--- src/rtl/seq_div_pkg.sv ---
package seq_div_pkg;
  typedef enum logic [1:0] {
    ST_IDLE = 2'd0,
    ST_RUN  = 2'd1,
    ST_DONE = 2'd2
  } div_state_e;
endpackage

--- src/rtl/seq_div_prep.sv ---
module seq_div_prep #(
  parameter int W = 16
) (
  input  logic         signed_i,
  input  logic [W-1:0] dividend_i,
  input  logic [W-1:0] divisor_i,
  output logic [W-1:0] mag_a_o,
  output logic [W-1:0] mag_b_o,
  output logic         neg_q_o,
  output logic         neg_r_o,
  output logic         div_zero_o
);
  logic a_neg, b_neg;

  assign a_neg      = signed_i & dividend_i[W-1];
  assign b_neg      = signed_i & divisor_i[W-1];
  assign mag_a_o    = a_neg ? (~dividend_i + 1'b1) : dividend_i;
  assign mag_b_o    = b_neg ? (~divisor_i + 1'b1) : divisor_i;
  assign neg_q_o    = a_neg ^ b_neg;
  assign neg_r_o    = a_neg;
  assign div_zero_o = (divisor_i == '0);
endmodule

--- src/rtl/seq_div_core.sv ---
module seq_div_core
  import seq_div_pkg::*;
#(
  parameter int W = 16
) (
  input  logic         clk_i,
  input  logic         rst_ni,
  input  logic         load_i,
  input  logic [W-1:0] mag_a_i,
  input  logic [W-1:0] mag_b_i,
  output logic         busy_o,
  output logic         fin_o,
  output logic [W-1:0] quot_o,
  output logic [W-1:0] rem_o
);
  localparam int CW = (W > 1) ? $clog2(W) : 1;
  localparam int AW = 2 * W + 1;

  div_state_e      st_q;
  logic [CW-1:0]   cnt_q;
  logic [AW-1:0]   acc_q, acc_step;
  logic [W-1:0]    dvs_q;
  logic [W:0]      hi;
  logic [W+1:0]    diff;
  logic            last;

  assign hi   = acc_q[AW-1:W];
  assign diff = {1'b0, hi} - {2'b00, dvs_q};
  assign last = (cnt_q == CW'(W - 1));

  // keep difference only when non-negative; quotient bit enters at bit 0
  always_comb begin
    if (diff[W+1]) acc_step = {acc_q[AW-2:0], 1'b0};
    else           acc_step = {diff[W-1:0], acc_q[W-1:0], 1'b1};
  end

  always_ff @(posedge clk_i or negedge rst_ni) begin
    if (!rst_ni) begin
      st_q  <= ST_IDLE;
      cnt_q <= '0;
      acc_q <= '0;
      dvs_q <= '0;
    end else begin
      unique case (st_q)
        ST_RUN: begin
          acc_q <= acc_step;
          cnt_q <= cnt_q + 1'b1;
          if (last) st_q <= ST_DONE;
        end
        default: begin
          if (load_i) begin
            acc_q <= {{W{1'b0}}, mag_a_i, 1'b0};
            dvs_q <= mag_b_i;
            cnt_q <= '0;
            st_q  <= ST_RUN;
          end else begin
            st_q  <= ST_IDLE;
          end
        end
      endcase
    end
  end

  assign busy_o = (st_q == ST_RUN);
  assign fin_o  = (st_q == ST_DONE);
  assign quot_o = acc_q[W-1:0];
  assign rem_o  = acc_q[AW-1:W+1];

  p_count_step_r2: assert property (@(posedge clk_i) disable iff (!rst_ni)
    (busy_o && !last) |=> (busy_o && cnt_q == $past(cnt_q) + 1'b1));

  p_fin_pulse_r2: assert property (@(posedge clk_i) disable iff (!rst_ni)
    fin_o |=> !fin_o);

  // partial remainder stays below twice the divisor (restoring invariant)
  p_partial_bound_r3: assert property (@(posedge clk_i) disable iff (!rst_ni)
    (busy_o && dvs_q != '0) |-> ({1'b0, hi} < {1'b0, dvs_q, 1'b0}));
endmodule

--- src/rtl/seq_div_fix.sv ---
module seq_div_fix #(
  parameter int W = 16
) (
  input  logic         neg_q_i,
  input  logic         neg_r_i,
  input  logic         div_zero_i,
  input  logic [W-1:0] raw_a_i,
  input  logic [W-1:0] quot_i,
  input  logic [W-1:0] rem_i,
  output logic [W-1:0] quot_o,
  output logic [W-1:0] rem_o
);
  always_comb begin
    if (div_zero_i) begin
      quot_o = '1;
      rem_o  = raw_a_i;
    end else begin
      quot_o = neg_q_i ? (~quot_i + 1'b1) : quot_i;
      rem_o  = neg_r_i ? (~rem_i + 1'b1) : rem_i;
    end
  end
endmodule

--- src/rtl/seq_div.sv ---
module seq_div #(
  parameter int W = 16
) (
  input  logic         clk_i,
  input  logic         rst_ni,
  input  logic         start_i,
  input  logic         signed_i,
  input  logic [W-1:0] dividend_i,
  input  logic [W-1:0] divisor_i,
  output logic [W-1:0] quotient_o,
  output logic [W-1:0] remainder_o,
  output logic         done_o,
  output logic         div_zero_o
);
  logic [W-1:0] mag_a, mag_b, core_q, core_r, raw_a_q;
  logic         neg_q, neg_r, dz, busy, fin, accept;
  logic         neg_q_q, neg_r_q, dz_q;

  assign accept = start_i & ~busy;

  seq_div_prep #(.W(W)) u_prep (
    .signed_i   (signed_i),
    .dividend_i (dividend_i),
    .divisor_i  (divisor_i),
    .mag_a_o    (mag_a),
    .mag_b_o    (mag_b),
    .neg_q_o    (neg_q),
    .neg_r_o    (neg_r),
    .div_zero_o (dz)
  );

  always_ff @(posedge clk_i or negedge rst_ni) begin
    if (!rst_ni) begin
      neg_q_q <= 1'b0;
      neg_r_q <= 1'b0;
      dz_q    <= 1'b0;
      raw_a_q <= '0;
    end else if (accept) begin
      neg_q_q <= neg_q;
      neg_r_q <= neg_r;
      dz_q    <= dz;
      raw_a_q <= dividend_i;
    end
  end

  seq_div_core #(.W(W)) u_core (
    .clk_i   (clk_i),
    .rst_ni  (rst_ni),
    .load_i  (accept),
    .mag_a_i (mag_a),
    .mag_b_i (mag_b),
    .busy_o  (busy),
    .fin_o   (fin),
    .quot_o  (core_q),
    .rem_o   (core_r)
  );

  seq_div_fix #(.W(W)) u_fix (
    .neg_q_i    (neg_q_q),
    .neg_r_i    (neg_r_q),
    .div_zero_i (dz_q),
    .raw_a_i    (raw_a_q),
    .quot_i     (core_q),
    .rem_i      (core_r),
    .quot_o     (quotient_o),
    .rem_o      (remainder_o)
  );

  assign done_o     = fin;
  assign div_zero_o = fin & dz_q;

  p_dz_with_done_r7: assert property (@(posedge clk_i) disable iff (!rst_ni)
    div_zero_o |-> done_o);

  p_busy_start_ignored_r8: assert property (@(posedge clk_i) disable iff (!rst_ni)
    (busy && start_i) |=> ($stable(raw_a_q) && $stable(dz_q) && $stable(neg_q_q)));

  p_result_hold_r9: assert property (@(posedge clk_i) disable iff (!rst_ni)
    (!busy && !start_i) |=> ($stable(quotient_o) && $stable(remainder_o)));
endmodule

--- config.mk ---
export PLATFORM = sky130hd
export DESIGN_NAME = seq_div
export DESIGN_NICKNAME = d
export VERILOG_FILES = /design/src/rtl/seq_div_pkg.sv /design/src/rtl/seq_div_prep.sv /design/src/rtl/seq_div_core.sv /design/src/rtl/seq_div_fix.sv /design/src/rtl/seq_div.sv
export SDC_FILE = /design/constraint.sdc
export NUM_CORES = 1
export LEC_CHECK = 0
export CAP_MARGIN = 15
export CORE_MARGIN = 8
export CORE_UTILIZATION = 30
export DETAILED_ROUTE_END_ITERATION = 16
export SYNTH_ARGS = -nofsm -noshare
export SYNTH_HDL_FRONTEND = slang
export SYNTH_SLANG_ARGS = --single-unit
export TNS_END_PERCENT = 20
--- constraint.sdc ---
create_clock -name clk_i -period 7.35 [get_ports clk_i]
set_input_delay 1.1025 -clock clk_i [delete_from_list [all_inputs] [get_ports clk_i]]
set_output_delay 1.1025 -clock clk_i [all_outputs]
set_load 0.005 [all_outputs]
==> results.cfg, run 1 <==
[status]
status = complete, no violations

[synthesis]
seq_area_frac_synth_pct = 34.6
synth_area_per_cell_um2 = 8.47
ys_ff_latch = 74
synth_most_common_cell = nand2_1
synth_ff_type = dfrtp_1
synth-edff-count = 0
synth_area_leaders = dfrtp_1 35%, o21ai_0 8.6%, xor2_1 6.9%
syn_area_mm2 = 0.00535
async_flop_share_pct = 100
synth_top_cell_by_area = dfrtp_1
synth_common_cells = 95 x nand2_1, 92 x o21ai_0, 74 x dfrtp_1
synth_fp_nets = 689
yosysUniqueCellTypes = 58
synth.top_cell.area_share_pct = 34.6
synthCells = 631
ys_warn_count = 0

[grt]
grt_pass1_vias = 4633
antenna_found_initial = 0
grt_overflow = 0
grt_pass1_wl_mm = 23.9
grt_max_degree = 75
track_usage_pct = 13.3

[final_layout]
fin_util_pct = 36.5
final_nets = 739
n_antenna_cell = 0
seq_area_mm2 = 0.00185
drive_gt1_share_pct = 6.85
synthToLayoutAreaGrowth_pct = 20.9
fin_area_mm2 = 0.00646
multi_input_area_mm2 = 0.00323
fillers = 1815

[drt]
ant_nets = 0
num_vias = 4643
drtPass1Iterations = 5
first_iter_violations = 254
routedWlPerCell_um = 15.8
post_drt_via_cell_ratio = 5.07
drc = 0
finalWirelength_mm = 14.5

[placed_design]
place_congestion = 0.815
numPortBuffers = 69
post_dp_cell_area_mm2 = 0.00619
hpwl_mm = 10.6

[floorplan]
die_h_um = 149
coreArea_mm2 = 0.0177
dieWidth_um = 149
initial_core_util_pct = 30.2
ios = 70
num_rows = 49
die_area_mm2 = 0.0223

[clock_tree]
cts_buffer_depth = 2
cts_setup_buffers = 0
ctsHtreeMaxLevel = 3
clkTransAtPathRegs_ns = 0.06
clock_sinks = 74
ctsHoldBuffers = 0
cts_resized = 0
root_buffer = clkbuf_16
insertion_delay_ns = 0.35
cts_buffers = 9
cts_tree = built

[sta]
rsz0062_at_grt = false
tightest_slew_ns = 1.06
min_period_ns = 4.19
fmax_mhz = 238
timing.final.crit_share_pct = 57.1
skew_ns = 0.00761
finalHoldViolations = 0
setup_viol = 0
slew_violations = 0
max_slew_margin_pct = 29.0
setup_tns_ns = 0

[setup_path]
crit_arrival_ns = 3.09
cp-start-kind = flip-flop
worstSetupPathType = reg2out
cp_max_fo = 8
cp-end-kind = primary output
cp.required_ns = 6.25

[power]
cellPowerDensity_mw_per_mm2 = 487
ir_drop_uv = 239
leakage_nw = 2.65

[job]
maxCapViolations = 0

[worst_hold_path]
hp-class = reg2reg
## path summary, 6_finish.rpt
| path | from | end | slack (ns) | cells after the start |
|---|---|---|---|---|
| max | u_core.acc_q[19] | remainder_o[13] | 3.16 | 8 |
| min | u_core.dvs_q[5] | u_core.dvs_q[5] | 0.48 | 2 |
| max reg2reg | u_core.acc_q[20] | u_core.acc_q[29] | 4.36 | 8 |
| min reg2reg | u_core.dvs_q[5] | u_core.dvs_q[5] | 0.48 | 2 |
| max in group asynchronous | rst_ni | u_core.dvs_q[12] | 5.79 | 1 |
| min in group asynchronous | rst_ni | u_core.acc_q[5] | 0.88 | 1 |
## power by group
part,leakage [nW],switching (W),internal (W)
Combinational,1.62,0.000953,0.000933
Clock,0.131,0.000175,0.000236
Sequential,0.900,0.000233,0.000621
Total,2.65,0.00136,0.00179
## placed cells by master (no fill, tap or decap), drive strengths merged, types with 11 or more instances in the layout
cell type	netlist	layout
or3	11	11
o21ai	94	94
dfrtp	74	74
clkbuf	29	11
nor2	24	24
nand2	95	95
xnor2	22	22
mux2	16	16
inv	30	30
ha	21	21
xor2	42	42
o31ai	19	19
a21oi	28	28
mux2i	11	11
clkdlybuf4s50	0	68
## registers in the layout, summed over array words and instances (netlist names)
name / cells
u_core.acc_q: 33
raw_a_q: 16
u_core.dvs_q: 16
u_core.cnt_q: 4
u_core.st_q: 2
dz_q: 1
neg_q_q: 1
neg_r_q: 1
## logic make-up (layout without fill, tap and decap cells)
group	after synthesis	count (layout)	synth area share [%]
xor+xnor	64	64	10.5
flops	74	74	34.6
compound gates	190	190	21.6
fa+ha+maj	22	22	5.29
simple gates	190	190	17.5
buf+inv	64	119	5.08
mux	27	27	5.43
## per-stage QoR
stage,instances,hold WS (ns),power [W],worst slack (ns)
after floorplan,631,0.450,0.00207,4.18
after detailed placement,899,0.471,0.00275,3.55
after global placement,899,0.463,0.00274,3.57
after CTS,915,0.483,0.00317,3.14
after global routing,915,0.495,0.00346,2.97
final,915,0.479,0.00315,3.16
## layout make-up
type                       instances  area share, %
sequential                        74           28.6
timing repair buffer              72           11.0
clock buffer                      11           3.76
inverter                          31           1.80
tap                              229           4.43
clock inverter                     5          0.465
multi-input combinational        493           49.9
## layer usage
layer  track usage (%)  vias up  part of all wire [%]
met2              20.2       95                    43
met5                 0        -                     0
met1              18.3     2199                    51
met4              4.09        0                   1.2
li1                  -     2337                     -
met3              3.11       12                   4.4
## critical path: stages, from the launching register on
cell and delay, ns:
dfrtp_1 0.47, or4_4 0.56, nor2_2 0.11, nand2_1 0.10
or3_4 0.38, o31ai_1 0.28, xor2_1 0.12, o21ai_0 0.17
clkdlybuf4s50_1 0.55
Power figures use the tool's default switching activity.
==> run 2, diff against run 1 <==
==> constraint.sdc (replaced) <==
create_clock -name clk_i -period 3.8 [get_ports clk_i]
set_input_delay 0.57 -clock clk_i [delete_from_list [all_inputs] [get_ports clk_i]]
set_output_delay 0.57 -clock clk_i [all_outputs]
set_load 0.005 [all_outputs]
==> run 2 against run 1 <==
Net effect: core utilization increased by 0.44 points; clock skew grew 0.0017 ns; wire length increased by 0.52%; sequential cell count is the same; clock power grew 130%; global-route usage increased by 0.31 points; sequential power up 92%; hold slack got worse by 0.11 ns; setup slack got worse by 3.0 ns; first-iteration DRC count grew 22%; critical path depth unchanged; critical path type unchanged.
==> results.cfg, run 2 (same netlist as run 1, synthesis figures left out) <==
[grt]
grt_pass1_vias = 4520
antenna_found_initial = 0
grt_overflow = 0
use_met1_pct = 19.3
grtUsageMet3_pct = 3.90
busiest_layer = met2
grt_max_degree = 75
track_usage_pct = 13.6
grt_pass1_wl_mm = 24.1
use_met2_pct = 19.9

[power]
p_int_w = 0.00360
cellPowerDensity_mw_per_mm2 = 955
p_total_w = 0.00625
clockPowerShare_pct = 15.1
swShare_pct = 42.3
leakage_nw = 2.69
p_seq_share_pct = 26.3
pwr-share-comb_pct = 58.6
ir_drop_uv = 459
p_switching_w = 0.00264

[drt]
num_vias = 4616
ant_nets = 0
drc = 0
routedWlPerCell_um = 15.9
first_iter_violations = 310
finalWirelength_mm = 14.6
drtPass1Iterations = 4
post_drt_via_cell_ratio = 5.03

[setup_path]
r2r_start = u_core.acc_q[20]
worstSetupPathType = reg2out
cp-start-kind = flip-flop
r2r_slack_ns = 0.82
r2r_cells = 8
cp-end-kind = primary output
cp_max_fo = 7
crit_path_start = u_core.acc_q[20]
crit_end = remainder_o[13]
cp.required_ns = 3.23
slowest_delay_ns = 0.57
crit_chain = or4_4 -> nor2_2 -> nand2_1 -> or3_4 -> o31ai_1 -> xor2_1 -> o21ai_0 -> clkdlybuf4s50_1
crit_arrival_ns = 3.04
r2r_end = u_core.acc_q[29]
cp_slowest_cell = or4_4

[floorplan]
dieWidth_um = 149
num_rows = 49
die_h_um = 149
ios = 70
coreArea_mm2 = 0.0177
die_area_mm2 = 0.0223
initial_core_util_pct = 30.2

[final_layout]
drive_gt1_share_pct = 7.40
final_cell_mix = 94 x nand2_1, 92 x o21ai_0, 74 x dfrtp_1, 68 x clkdlybuf4s50_1, 42 x xor2_1
final_nets = 742
fin_cells = 918
fin_util_pct = 36.9
reg_top3 = u_core.acc_q x33, raw_a_q x16, u_core.dvs_q x16
largest-register = u_core.acc_q
n_antenna_cell = 0
multi_input_area_mm2 = 0.00323
largest_register_ffs = 33
final_common_cell = nand2_1
fillers = 1810
seq_area_mm2 = 0.00185
synthToLayoutAreaGrowth_pct = 22.3

[clock_tree]
ctsHtreeMaxLevel = 3
clock_sinks = 74
ctsHoldBuffers = 0
cts_tree = built
cts_setup_buffers = 0
insertion_delay_ns = 0.35
clkTransAtPathRegs_ns = 0.06
cts_buffer_depth = 2
cts_resized = 0
cts_buffers = 9
root_buffer = clkbuf_16

[sta]
min_period_ns = 3.61
timing.final.crit_share_pct = 95.0
setup_tns_ns = 0
fmax_mhz = 277
tightest_slew_ns = 0.991
max_slew_margin_pct = 33.9
skew_ns = 0.00928
hold_ws_ns = 0.364
slew_violations = 0
rsz0062_at_grt = false
finalHoldViolations = 0
setup_viol = 0

[job]
maxCapViolations = 0

[worst_hold_path]
hp-class = in2async

[status]
status = complete, no violations

[placed_design]
numPortBuffers = 69
place_congestion = 0.806
dp_cells = 902
hpwl_mm = 10.8
run 2: changes by cell type in the layout (fill, tap and decap cells not counted), sizes merged:
cell	change
inv	+1
clkinv	-2
clkbuf	-1
bufinv	+2
buf	+3
run 2: worst min-delay path by stage:
stage / end / cells past startpoint / start / slack [ns]
after detailed placement: u_core.dvs_q[12] / 2 / u_core.dvs_q[12] / 0.47
after floorplan: dz_q / 0 / rst_ni / 0.27
after global routing: u_core.acc_q[5] / 1 / rst_ni / 0.48
final: u_core.acc_q[5] / 1 / rst_ni / 0.36
after global placement: u_core.dvs_q[4] / 2 / u_core.dvs_q[4] / 0.46
after CTS: u_core.acc_q[5] / 1 / rst_ni / 0.43
run 2: layout make-up:
class,instances,area share [%]
tap,229,4.38
timing repair buffer,75,11.2
inverter,31,1.78
multi-input combinational,493,49.3
sequential,74,28.3
clock buffer,10,3.65
clock inverter,6,1.36
run 2: metrics by stage:
stage	instance area [µm²]	worst slack (ns)
final	6540	0.192
after global routing	6540	0.0309
after CTS	6540	0.166
after detailed placement	6210	0.584
after global placement	6210	0.591
after floorplan	5350	1.17
run 2: critical path: cells and delay by family, from the launching register on:
family,cells,cell delay [ns]
flip-flops,1,0.46
AND/OR/NAND/NOR,4,1.18
buffers and inverters,1,0.53
AO/OA/AOI/OAI,2,0.42
XOR/XNOR,1,0.11
run 2: metal layers:
metal  share of wire (%)  vias to the layer above  wire (µm)
li1                    -                     2339          -
met1                  52                     2183       7580
met2                  42                       85       6170
met3                 4.7                        9        691
met4                0.87                        0        127
met5                   0                        -          0
run 2: power by group through the flow:
| stage | sequential [W] | clock, W | combinational, W |
|---|---|---|---|
| after floorplan | 0.00149 | 0 | 0.00251 |
| after global placement | 0.00164 | 0 | 0.00365 |
| after detailed placement | 0.00165 | 0 | 0.00368 |
| after CTS | 0.00164 | 0.000966 | 0.00370 |
| after global routing | 0.00171 | 0.00100 | 0.00413 |
| final | 0.00164 | 0.000943 | 0.00366 |
